File: config.mk
export PLATFORM = sky130hd
export DESIGN_NAME = buf_arb_top
export DESIGN_NICKNAME = d
export VERILOG_FILES = /design/src/rtl/buf_arb_pkg.sv /design/src/rtl/buf_arb_refq.sv /design/src/rtl/buf_arb_chprio.sv /design/src/rtl/buf_arb_pick.sv /design/src/rtl/buf_arb_top.sv
export SDC_FILE = /design/constraint.sdc
export NUM_CORES = 1
export LEC_CHECK = 0
export BUFFER_PORTS_ARGS = -buffer_cell sky130_fd_sc_hd__buf_2
export CAP_MARGIN = 10
export CORE_MARGIN = 3
export CORE_UTILIZATION = 40
export DETAILED_ROUTE_END_ITERATION = 12
export MAX_ROUTING_LAYER = met4
export PLACE_DENSITY = 0.63
export SYNTH_ARGS = -nofsm -noshare
export SYNTH_HDL_FRONTEND = slang
export SYNTH_HIERARCHICAL = 1
export SYNTH_SLANG_ARGS = --single-unit
File: constraint.sdc
create_clock -name clk -period 2.47 [get_ports clk]
set_input_delay 0.1235 -clock clk [delete_from_list [all_inputs] [get_ports clk]]
set_output_delay 0.1235 -clock clk [all_outputs]
set_load 0.01 [all_outputs]
File: src/rtl/buf_arb_pkg.sv
package buf_arb_pkg;
  localparam int NSRC = 4;
  localparam int NCHAN = 2;
  typedef enum logic [1:0] {
    SRC_HOST = 2'd0,
    SRC_RFSH = 2'd1,
    SRC_CHA  = 2'd2,
    SRC_CHB  = 2'd3
  } src_e;
endpackage

File: src/rtl/buf_arb_refq.sv
module buf_arb_refq #(
  parameter int QW = 3,
  parameter int URG_LVL = 4
) (
  input  logic          clk,
  input  logic          rst,
  input  logic          tick_en,
  input  logic          take,
  output logic [QW-1:0] q_cnt,
  output logic          pending,
  output logic          urgent
);
  localparam logic [QW-1:0] Q_MAX = {QW{1'b1}};
  localparam logic [QW-1:0] Q_URG = QW'(URG_LVL);

  always_ff @(posedge clk) begin
    if (rst) begin
      q_cnt <= '0;
    end else if (tick_en && !take && q_cnt != Q_MAX) begin
      q_cnt <= q_cnt + QW'(1);
    end else if (take && !tick_en && q_cnt != '0) begin
      q_cnt <= q_cnt - QW'(1);
    end
  end

  assign pending = (q_cnt != '0);
  assign urgent  = (q_cnt >= Q_URG);

  // saturation holds the count at its ceiling
  p_sat_hold_r7: assert property (@(posedge clk) disable iff (rst)
    (q_cnt == Q_MAX && tick_en && !take) |=> q_cnt == Q_MAX);
  // a lone tick below the ceiling adds exactly one
  p_inc_r7: assert property (@(posedge clk) disable iff (rst)
    (q_cnt != Q_MAX && tick_en && !take) |=> q_cnt == $past(q_cnt) + QW'(1));
  // a lone completed refresh removes exactly one
  p_dec_r7: assert property (@(posedge clk) disable iff (rst)
    (q_cnt != '0 && take && !tick_en) |=> q_cnt == $past(q_cnt) - QW'(1));
endmodule

File: src/rtl/buf_arb_chprio.sv
module buf_arb_chprio
  import buf_arb_pkg::*;
(
  input  logic [NCHAN-1:0] chan_req,
  input  logic [NCHAN-1:0] pausible,
  input  logic             fw_a_hi,
  input  logic [NCHAN-1:0] almost_empty,
  output logic             hi_sel,
  output logic [NCHAN-1:0] chan_urgent
);
  logic fw_pick;

  assign fw_pick = ~fw_a_hi;

  always_comb begin
    if (pausible[0] != pausible[1]) hi_sel = pausible[0];
    else                            hi_sel = fw_pick;
  end

  for (genvar c = 0; c < NCHAN; c++) begin : g_urg
    assign chan_urgent[c] = chan_req[c] & ~pausible[c] & almost_empty[c] &
                            (hi_sel == 1'(c)) & (fw_pick == 1'(c));
  end
endmodule

File: src/rtl/buf_arb_pick.sv
module buf_arb_pick #(
  parameter int N = 4
) (
  input  logic [N-1:0] req,
  output logic [N-1:0] pick
);
  logic [N:0] blocked;

  assign blocked[0] = 1'b0;
  for (genvar i = 0; i < N; i++) begin : g_chain
    assign pick[i]      = req[i] & ~blocked[i];
    assign blocked[i+1] = blocked[i] | req[i];
  end
endmodule

File: src/rtl/buf_arb_top.sv
module buf_arb_top
  import buf_arb_pkg::*;
#(
  parameter int QW = 3,
  parameter int URG_LVL = 4
) (
  input  logic       clk,
  input  logic       rst,
  input  logic       host_req,
  input  logic [1:0] chan_req,
  input  logic [1:0] pausible,
  input  logic       fw_a_hi,
  input  logic [1:0] almost_empty,
  input  logic       sram_mode,
  input  logic       refresh_tick,
  input  logic       done,
  output logic [3:0] grant,
  output logic [1:0] force_eob
);
  localparam logic [QW-1:0] BURST_CAP = QW'(URG_LVL);

  logic             hi_sel;
  logic [1:0]       chan_urgent;
  logic [QW-1:0]    q_cnt;
  logic             ref_pend;
  logic             ref_urg_raw;
  logic             ref_urgent;
  logic             ref_take;
  logic [QW-1:0]    burst_left;
  logic [NSRC-1:0]  ord_req;
  logic [NSRC-1:0]  ord_pick;
  logic [NSRC-1:0]  nxt_grant;
  logic             idle;

  buf_arb_refq #(.QW(QW), .URG_LVL(URG_LVL)) refq_i (
    .clk     (clk),
    .rst     (rst),
    .tick_en (refresh_tick & ~sram_mode),
    .take    (ref_take),
    .q_cnt   (q_cnt),
    .pending (ref_pend),
    .urgent  (ref_urg_raw)
  );

  buf_arb_chprio chprio_i (
    .chan_req     (chan_req),
    .pausible     (pausible),
    .fw_a_hi      (fw_a_hi),
    .almost_empty (almost_empty),
    .hi_sel       (hi_sel),
    .chan_urgent  (chan_urgent)
  );

  // rank order: host, refresh, favoured channel, other channel
  assign ord_req = {chan_req[~hi_sel], chan_req[hi_sel], ref_pend & ~sram_mode, host_req};

  buf_arb_pick #(.N(NSRC)) pick_i (
    .req  (ord_req),
    .pick (ord_pick)
  );

  assign nxt_grant[SRC_HOST] = ord_pick[0];
  assign nxt_grant[SRC_RFSH] = ord_pick[1];
  assign nxt_grant[SRC_CHA]  = hi_sel ? ord_pick[3] : ord_pick[2];
  assign nxt_grant[SRC_CHB]  = hi_sel ? ord_pick[2] : ord_pick[3];

  assign idle       = (grant == '0);
  assign ref_take   = grant[SRC_RFSH] & done;
  assign ref_urgent = ref_urg_raw & ~sram_mode;

  always_ff @(posedge clk) begin
    if (rst) begin
      grant      <= '0;
      burst_left <= '0;
    end else if (idle) begin
      grant <= nxt_grant;
      if (nxt_grant[SRC_RFSH]) burst_left <= (q_cnt > BURST_CAP) ? BURST_CAP : q_cnt;
    end else if (done) begin
      if (grant[SRC_RFSH] && burst_left > QW'(1)) begin
        burst_left <= burst_left - QW'(1);
      end else begin
        grant      <= '0;
        burst_left <= '0;
      end
    end
  end

  for (genvar c = 0; c < 2; c++) begin : g_eob
    assign force_eob[c] = grant[2+c] & (ref_urgent | chan_urgent[1-c]);
  end

  // never more than one owner
  p_grant_onehot_r1: assert property (@(posedge clk) disable iff (rst)
    $onehot0(grant));
  // reset empties the grant
  p_reset_clear_r1: assert property (@(posedge clk)
    rst |=> grant == '0);
  // an idle memory with a host request goes to the host
  p_host_first_r2: assert property (@(posedge clk) disable iff (rst)
    (idle && host_req) |=> grant == 4'b0001);
  // no change without done
  p_hold_r5: assert property (@(posedge clk) disable iff (rst)
    (!idle && !done) |=> grant == $past(grant));
  // non-refresh owner releases on done
  p_release_r5: assert property (@(posedge clk) disable iff (rst)
    (!idle && !grant[SRC_RFSH] && done) |=> grant == '0);
  // static mode never starts a refresh grant
  p_sram_r9: assert property (@(posedge clk) disable iff (rst)
    (sram_mode && idle) |=> !grant[SRC_RFSH]);
  // forced end only toward the served channel
  p_eob_served_r10: assert property (@(posedge clk) disable iff (rst)
    (force_eob & ~grant[3:2]) == 2'b00);
endmodule

# Word level (Yosys, flattened, before mapping)
# Cells that the tools add are included.
dict set report totals {
  rom_bits 0
  ff_bits 10
  mem_count 0
  elab_cells 74
  in_bits 13
  latch_bits 0
  ram_bits 0
}
dict set report classes {
  n_bitwise 29
  reduce_logical 13
  div_mod_pow 0
  eq_ne 4
  n_mul 0
  n_addsub 3
  shifts 0
  order_cmp 5
  muxes 17
}
# op count
set ops {}
lappend ops {{2-to-1 mux 3 bit} 7}
lappend ops {{bitwise AND 1 bit} 17}
lappend ops {{2-to-1 mux 4 bit} 3}
lappend ops {{inverter 1 bit} 8}
lappend ops {{2-to-1 mux 1 bit} 7}
lappend ops {{subtractor 3 x 1 -> 3 bit (second input constant)} 2}
lappend ops {{logical AND 1 bit} 5}
lappend ops {{zero test 4 bit} 1}
lappend ops {{< comparator 1 x 2 -> 1 bit (second input constant)} 2}
lappend ops {{inequality test 2 bit (second input constant)} 2}
lappend ops {{bitwise OR 1 bit} 4}
lappend ops {{AND reduction 2 bit} 2}
lappend ops {{nonzero test 2 bit} 2}
lappend ops {{adder 3 x 1 -> 3 bit (second input constant)} 1}
lappend ops {{greater-or-equal comparator 3 bit (second input constant)} 1}
lappend ops {{> comparator 3 x 1 -> 1 bit (second input constant)} 1}
lappend ops {{> comparator 3 bit (second input constant)} 1}
lappend ops {{inequality test 3 bit (second input constant)} 1}
lappend ops {{nonzero test 3 bit} 1}
lappend ops {{zero test 1 bit} 2}
lappend ops {{inequality test 1 bit} 1}

# Longest topological paths before layout
dict set report logic_depth {
  word_depth 9
  mapped_depth 8
  depth_no_buf 8
}

# Cells and area by module
# Netlist, hierarchy kept.
# module seq_area_each_um2 cells_each n_inst area_per_inst_um2
set by_module_without_submodules {}
lappend by_module_without_submodules {buf_arb_top 140.1 52 1 474.2}
lappend by_module_without_submodules {buf_arb_refq 60.1 33 1 255.2}
lappend by_module_without_submodules {buf_arb_pick 0.0 4 1 36.3}
lappend by_module_without_submodules {buf_arb_chprio 0.0 5 1 32.5}

# Worst setup path before layout
# No wires, ideal clock.
dict set report synth_path {
  path_kind {register to register}
  startpoint {register grant[1]}
  endpoint {register refq_i.q_cnt[1]}
  setup_slack_ns 0.699
  t_required_ns 2.384
  n_path_buf 0
  setup_ns 0.086
  path_stages_with_launch 9
  arrival_ns 1.686
  path_cell_list {dfxtp_1 and2_1 nor2b_4 nand2_1 fa_1 nor2_1 a21oi_1 nor2_1 a211oi_1}
}
dict set report synth_between {
  elab_chain_len 5
  elab_cells_between_ends 8
  classes_between {mux: 1; bitwise: 1; reduce/logical: 6}
}
# item line_no
set synth_rtl {}
lappend synth_rtl {{from (decl)} buf_arb_top.sv:17} ;# output logic [3:0] grant,
lappend synth_rtl {{from (signal assigned)} buf_arb_top.sv:76} ;# grant <= nxt_grant;
lappend synth_rtl {{bitwise AND 1 bit *} buf_arb_top.sv:68} ;# assign ref_take = grant[SRC_RFSH] & done;
lappend synth_rtl {{net ref_take} buf_arb_top.sv:28} ;# logic ref_take;
lappend synth_rtl {{zero test 1 bit} buf_arb_refq.sv:19} ;# end else if (tick_en && !take && q_cnt != Q_MAX) begin
lappend synth_rtl {{logical AND 1 bit (2 in a row)} buf_arb_refq.sv:19}
lappend synth_rtl {{2-to-1 mux 3 bit or nonzero test 2 bit (tied branches)} --}
lappend synth_rtl {{to (signal assigned)} buf_arb_refq.sv:20} ;# q_cnt <= q_cnt + QW'(1);
lappend synth_rtl {{to (signal assigned)} buf_arb_refq.sv:22} ;# q_cnt <= q_cnt - QW'(1);
lappend synth_rtl {{to (decl)} buf_arb_refq.sv:9} ;# output logic [QW-1:0] q_cnt,
# Mark *: on every way through the listed nets, which the timed path passes. The rest lies on a longest branch.
# A chain may end at the register's enable or synchronous reset.

# Final worst setup path
# Ends and elaborated chain as after synthesis.

==> qor.txt <==
status - finished clean
Detailed Place HPWL - 1.31 mm
worst skew pair latency - 250 ps
Tcrit/Tclk final - 0.794
Die Area - 2570 um^2
initial DRC count - 15
final setup vio count - 0
slack of the worst reg-to-reg path - 510 ps
TritonCTS buffer count - 3
global route overflow - 0
Vias per Instance - 5.34
Least-Margin Pin Slew - 524 ps
fin cells - 137
Leakage - 0.379 nW
number of cell rows - 15
layout cells sized above 1 - 0.286
Synth Register Bits - 10
Tot Pwr - 0.000447 W
Synth area leaders - dfxtp_1 (25%), mux2_2 (5.6%), nor2_1 (5.6%)
CP Launch Point - grant[1]
syn nets - 110
port buffer count - 18
vias - 731
largest net degree at the start of global routing - 13
Placeable Area - 1800 um^2
synth warn - 6
Worst Setup End Kind - register
minimum clock period - 1960 ps
post-CTS setup buffers - 0
R2R depth - 8
Syn Std Cell Area - 798 um^2
P per Cell Area - 486 nW/um^2
Seq/Total Area, Yosys - 0.251
H-Tree Depth - 1
worst hold endpoint - grant[0]
GPL Wtd Cong - 0.758
first-pass GRT wire length - 2.87 mm
origin of the critical flop-to-flop path - grant[1]
worst-path maximum fanout - 8
DRT Pass-1 Iters - 4
Max Clk Rate - 510 MHz
Initial Utilization - 0.443
Place WS - 491 ps
Ant. Diodes - 0
vias in the first global route - 640
DRC Markers - 0
WP data required - 2620 ps
cell taking the most area after synthesis - dfxtp_1
Gate Count Post-Synth - 94
Hold Path Depth - 3
die height - 50.7 um
placed insts - 134
Die X - 50.7 um
Worst-path clk slew - 60 ps
# hold bufs at CTS - 0
drt total wl - 1.59 mm
Max Transition Viols Final - 0
WS Path Type - register to register
top-area cell type share of the netlist area - 0.251
DR WL/cell - 11.6 um
Setup Skew - 1.56 ps
fin worst setup slack - 509 ps
CTS Buffer Depth - 2
Root Driver - clkbuf_4
clock sinks - 10
WP data arrival - 2120 ps
fin util - 0.510
Hold Crit Start - host_req
CTS tree - done
worst vdd ir - 0.248 mV
Slew Limit Headroom - 0.648
FF-to-FF End - refq_i/q_cnt[1]
RSZ-0062 raised after global routing - no
Synth cell types - 36
startpoint class of the critical path - register
DRT antenna net count - 0
final hold vios - 0
# fillers - 187
syn_area_per_cell - 8.49 um^2
worst min path class - input pin to register
# IOs - 19
max-cap viol count - 0
initial antenna violation count - 0
area grow syn2layout - 15.2%
post-cts resize count - 0
Setup Total Neg Slack - 0 ps
final net count - 130
All-Layer GR Usage - 0.150
## routing by layer
metal	GRT usage	wire length, um
met5	-	0
met4	0.0404	5
met3	0.0475	95
met2	0.241	779
met1	0.180	704
## area by class of cell
class                      instances  area, um^2  share of cell area
clock buffer                       3        22.5              0.0245
inverter                           5        18.8              0.0204
multi-input combinational         76         557               0.605
sequential                        10         200               0.218
tap                               25        31.3              0.0340
timing repair buffer              18        90.1              0.0980
## how the worst max path moves through the flow
stage / to / slack [ps] / depth (start not counted)
detailed placement: refq_i/q_cnt[1] / 490 / 9
CTS: refq_i/q_cnt[1] / 480 / 8
finish: refq_i/q_cnt[1] / 510 / 8
global placement: refq_i/q_cnt[1] / 470 / 8
floorplan: refq_i/q_cnt[1] / 700 / 8
global route: refq_i/q_cnt[1] / 360 / 8
## kinds of logic after synthesis
logic type / after synthesis / share of synthesized area
flops: 10 / 0.251
simple gates: 40 / 0.306
fa+ha+maj: 3 / 0.0564
mux: 5 / 0.0752
buf+inv: 8 / 0.0517
compound gates: 28 / 0.260
## cell usage after synthesis (all sizes together)
| library cell | count |
|---|---|
| o21ai | 5 |
| nor3 | 2 |
| dfxtp | 10 |
| or3 | 1 |
| and4b | 1 |
| nand2b | 5 |
| a31o | 1 |
| a211o | 1 |
| buf | 2 |
| a211oi | 3 |
| and3 | 1 |
| nor4b | 1 |
| nand2 | 4 |
| ha | 2 |
| and2 | 1 |
| mux2 | 5 |
| a22oi | 5 |
| a32oi | 2 |
| a221oi | 1 |
| nor2b | 7 |
| o21bai | 1 |
| o31ai | 1 |
| and2b | 1 |
| fa | 1 |
| clkbuf | 1 |
| nor3b | 1 |
| inv | 5 |
| a21oi | 4 |
| nor2 | 12 |
| nand3 | 2 |
| o21a | 3 |
| nor4 | 1 |
| a2111oi | 1 |
## through the flow
step                      area [um^2]  hold slack [ps]
after floorplan                   798              190
after global placement            897              441
after detailed placement          897              445
after CTS                         920              176
after global routing              920              187
final                             920              175
## cells in the final DEF (no fill, tap or decap)
| cell | synthesis | routed |
|---|---|---|
| nand2b_1 | 5 | 5 |
| a211oi_1 | 3 | 3 |
| a21oi_1 | 4 | 4 |
| o21bai_1 | 1 | 1 |
| o21ai_0 | 5 | 5 |
| and4b_2 | 1 | 1 |
| a32oi_1 | 2 | 2 |
| nor2b_1 | 6 | 6 |
| fa_1 | 1 | 1 |
| nor4b_2 | 1 | 1 |
| nand2_1 | 4 | 4 |
| ha_1 | 2 | 2 |
| a22oi_1 | 5 | 5 |
| a2111oi_2 | 1 | 1 |
| dfxtp_1 | 10 | 10 |
| clkbuf_4 | 0 | 3 |
| or3_1 | 1 | 1 |
| nor2b_4 | 1 | 1 |
| nor2_1 | 12 | 12 |
| and3_1 | 1 | 1 |
| inv_1 | 5 | 5 |
| mux2_2 | 4 | 4 |
| nor4_4 | 1 | 1 |
| and2b_1 | 1 | 1 |
| nor3_1 | 2 | 2 |
| a221oi_2 | 1 | 1 |
| and2_1 | 1 | 1 |
| nand3_1 | 2 | 2 |
| a31o_1 | 1 | 1 |
| nor3b_1 | 1 | 1 |
| o21a_1 | 3 | 3 |
| a211o_1 | 1 | 1 |
| buf_2 | 0 | 18 |
| o31ai_1 | 1 | 1 |
| mux2_4 | 1 | 1 |
## critical path: stages (launching register included)
cell      delay [ps]
dfxtp_1          400
and2_1           240
nor2b_4          190
nand2_1           90
fa_1             500
nor2_1            50
a21oi_1          140
nor2_1            50
a211oi_1         220
## power by group
part           leakage (nW)  switching [W]  internal, W
Clock                0.0138      0.0000473    0.0000558
Sequential           0.0818      0.0000215     0.000176
Combinational         0.284      0.0000734    0.0000734
Total                 0.379       0.000142     0.000305
## registers in the layout, summed over array words and instances (netlist names)
signal        cells
refq_i/q_cnt      3
grant             4
burst_left        3
(Power assumes the default switching activity.)
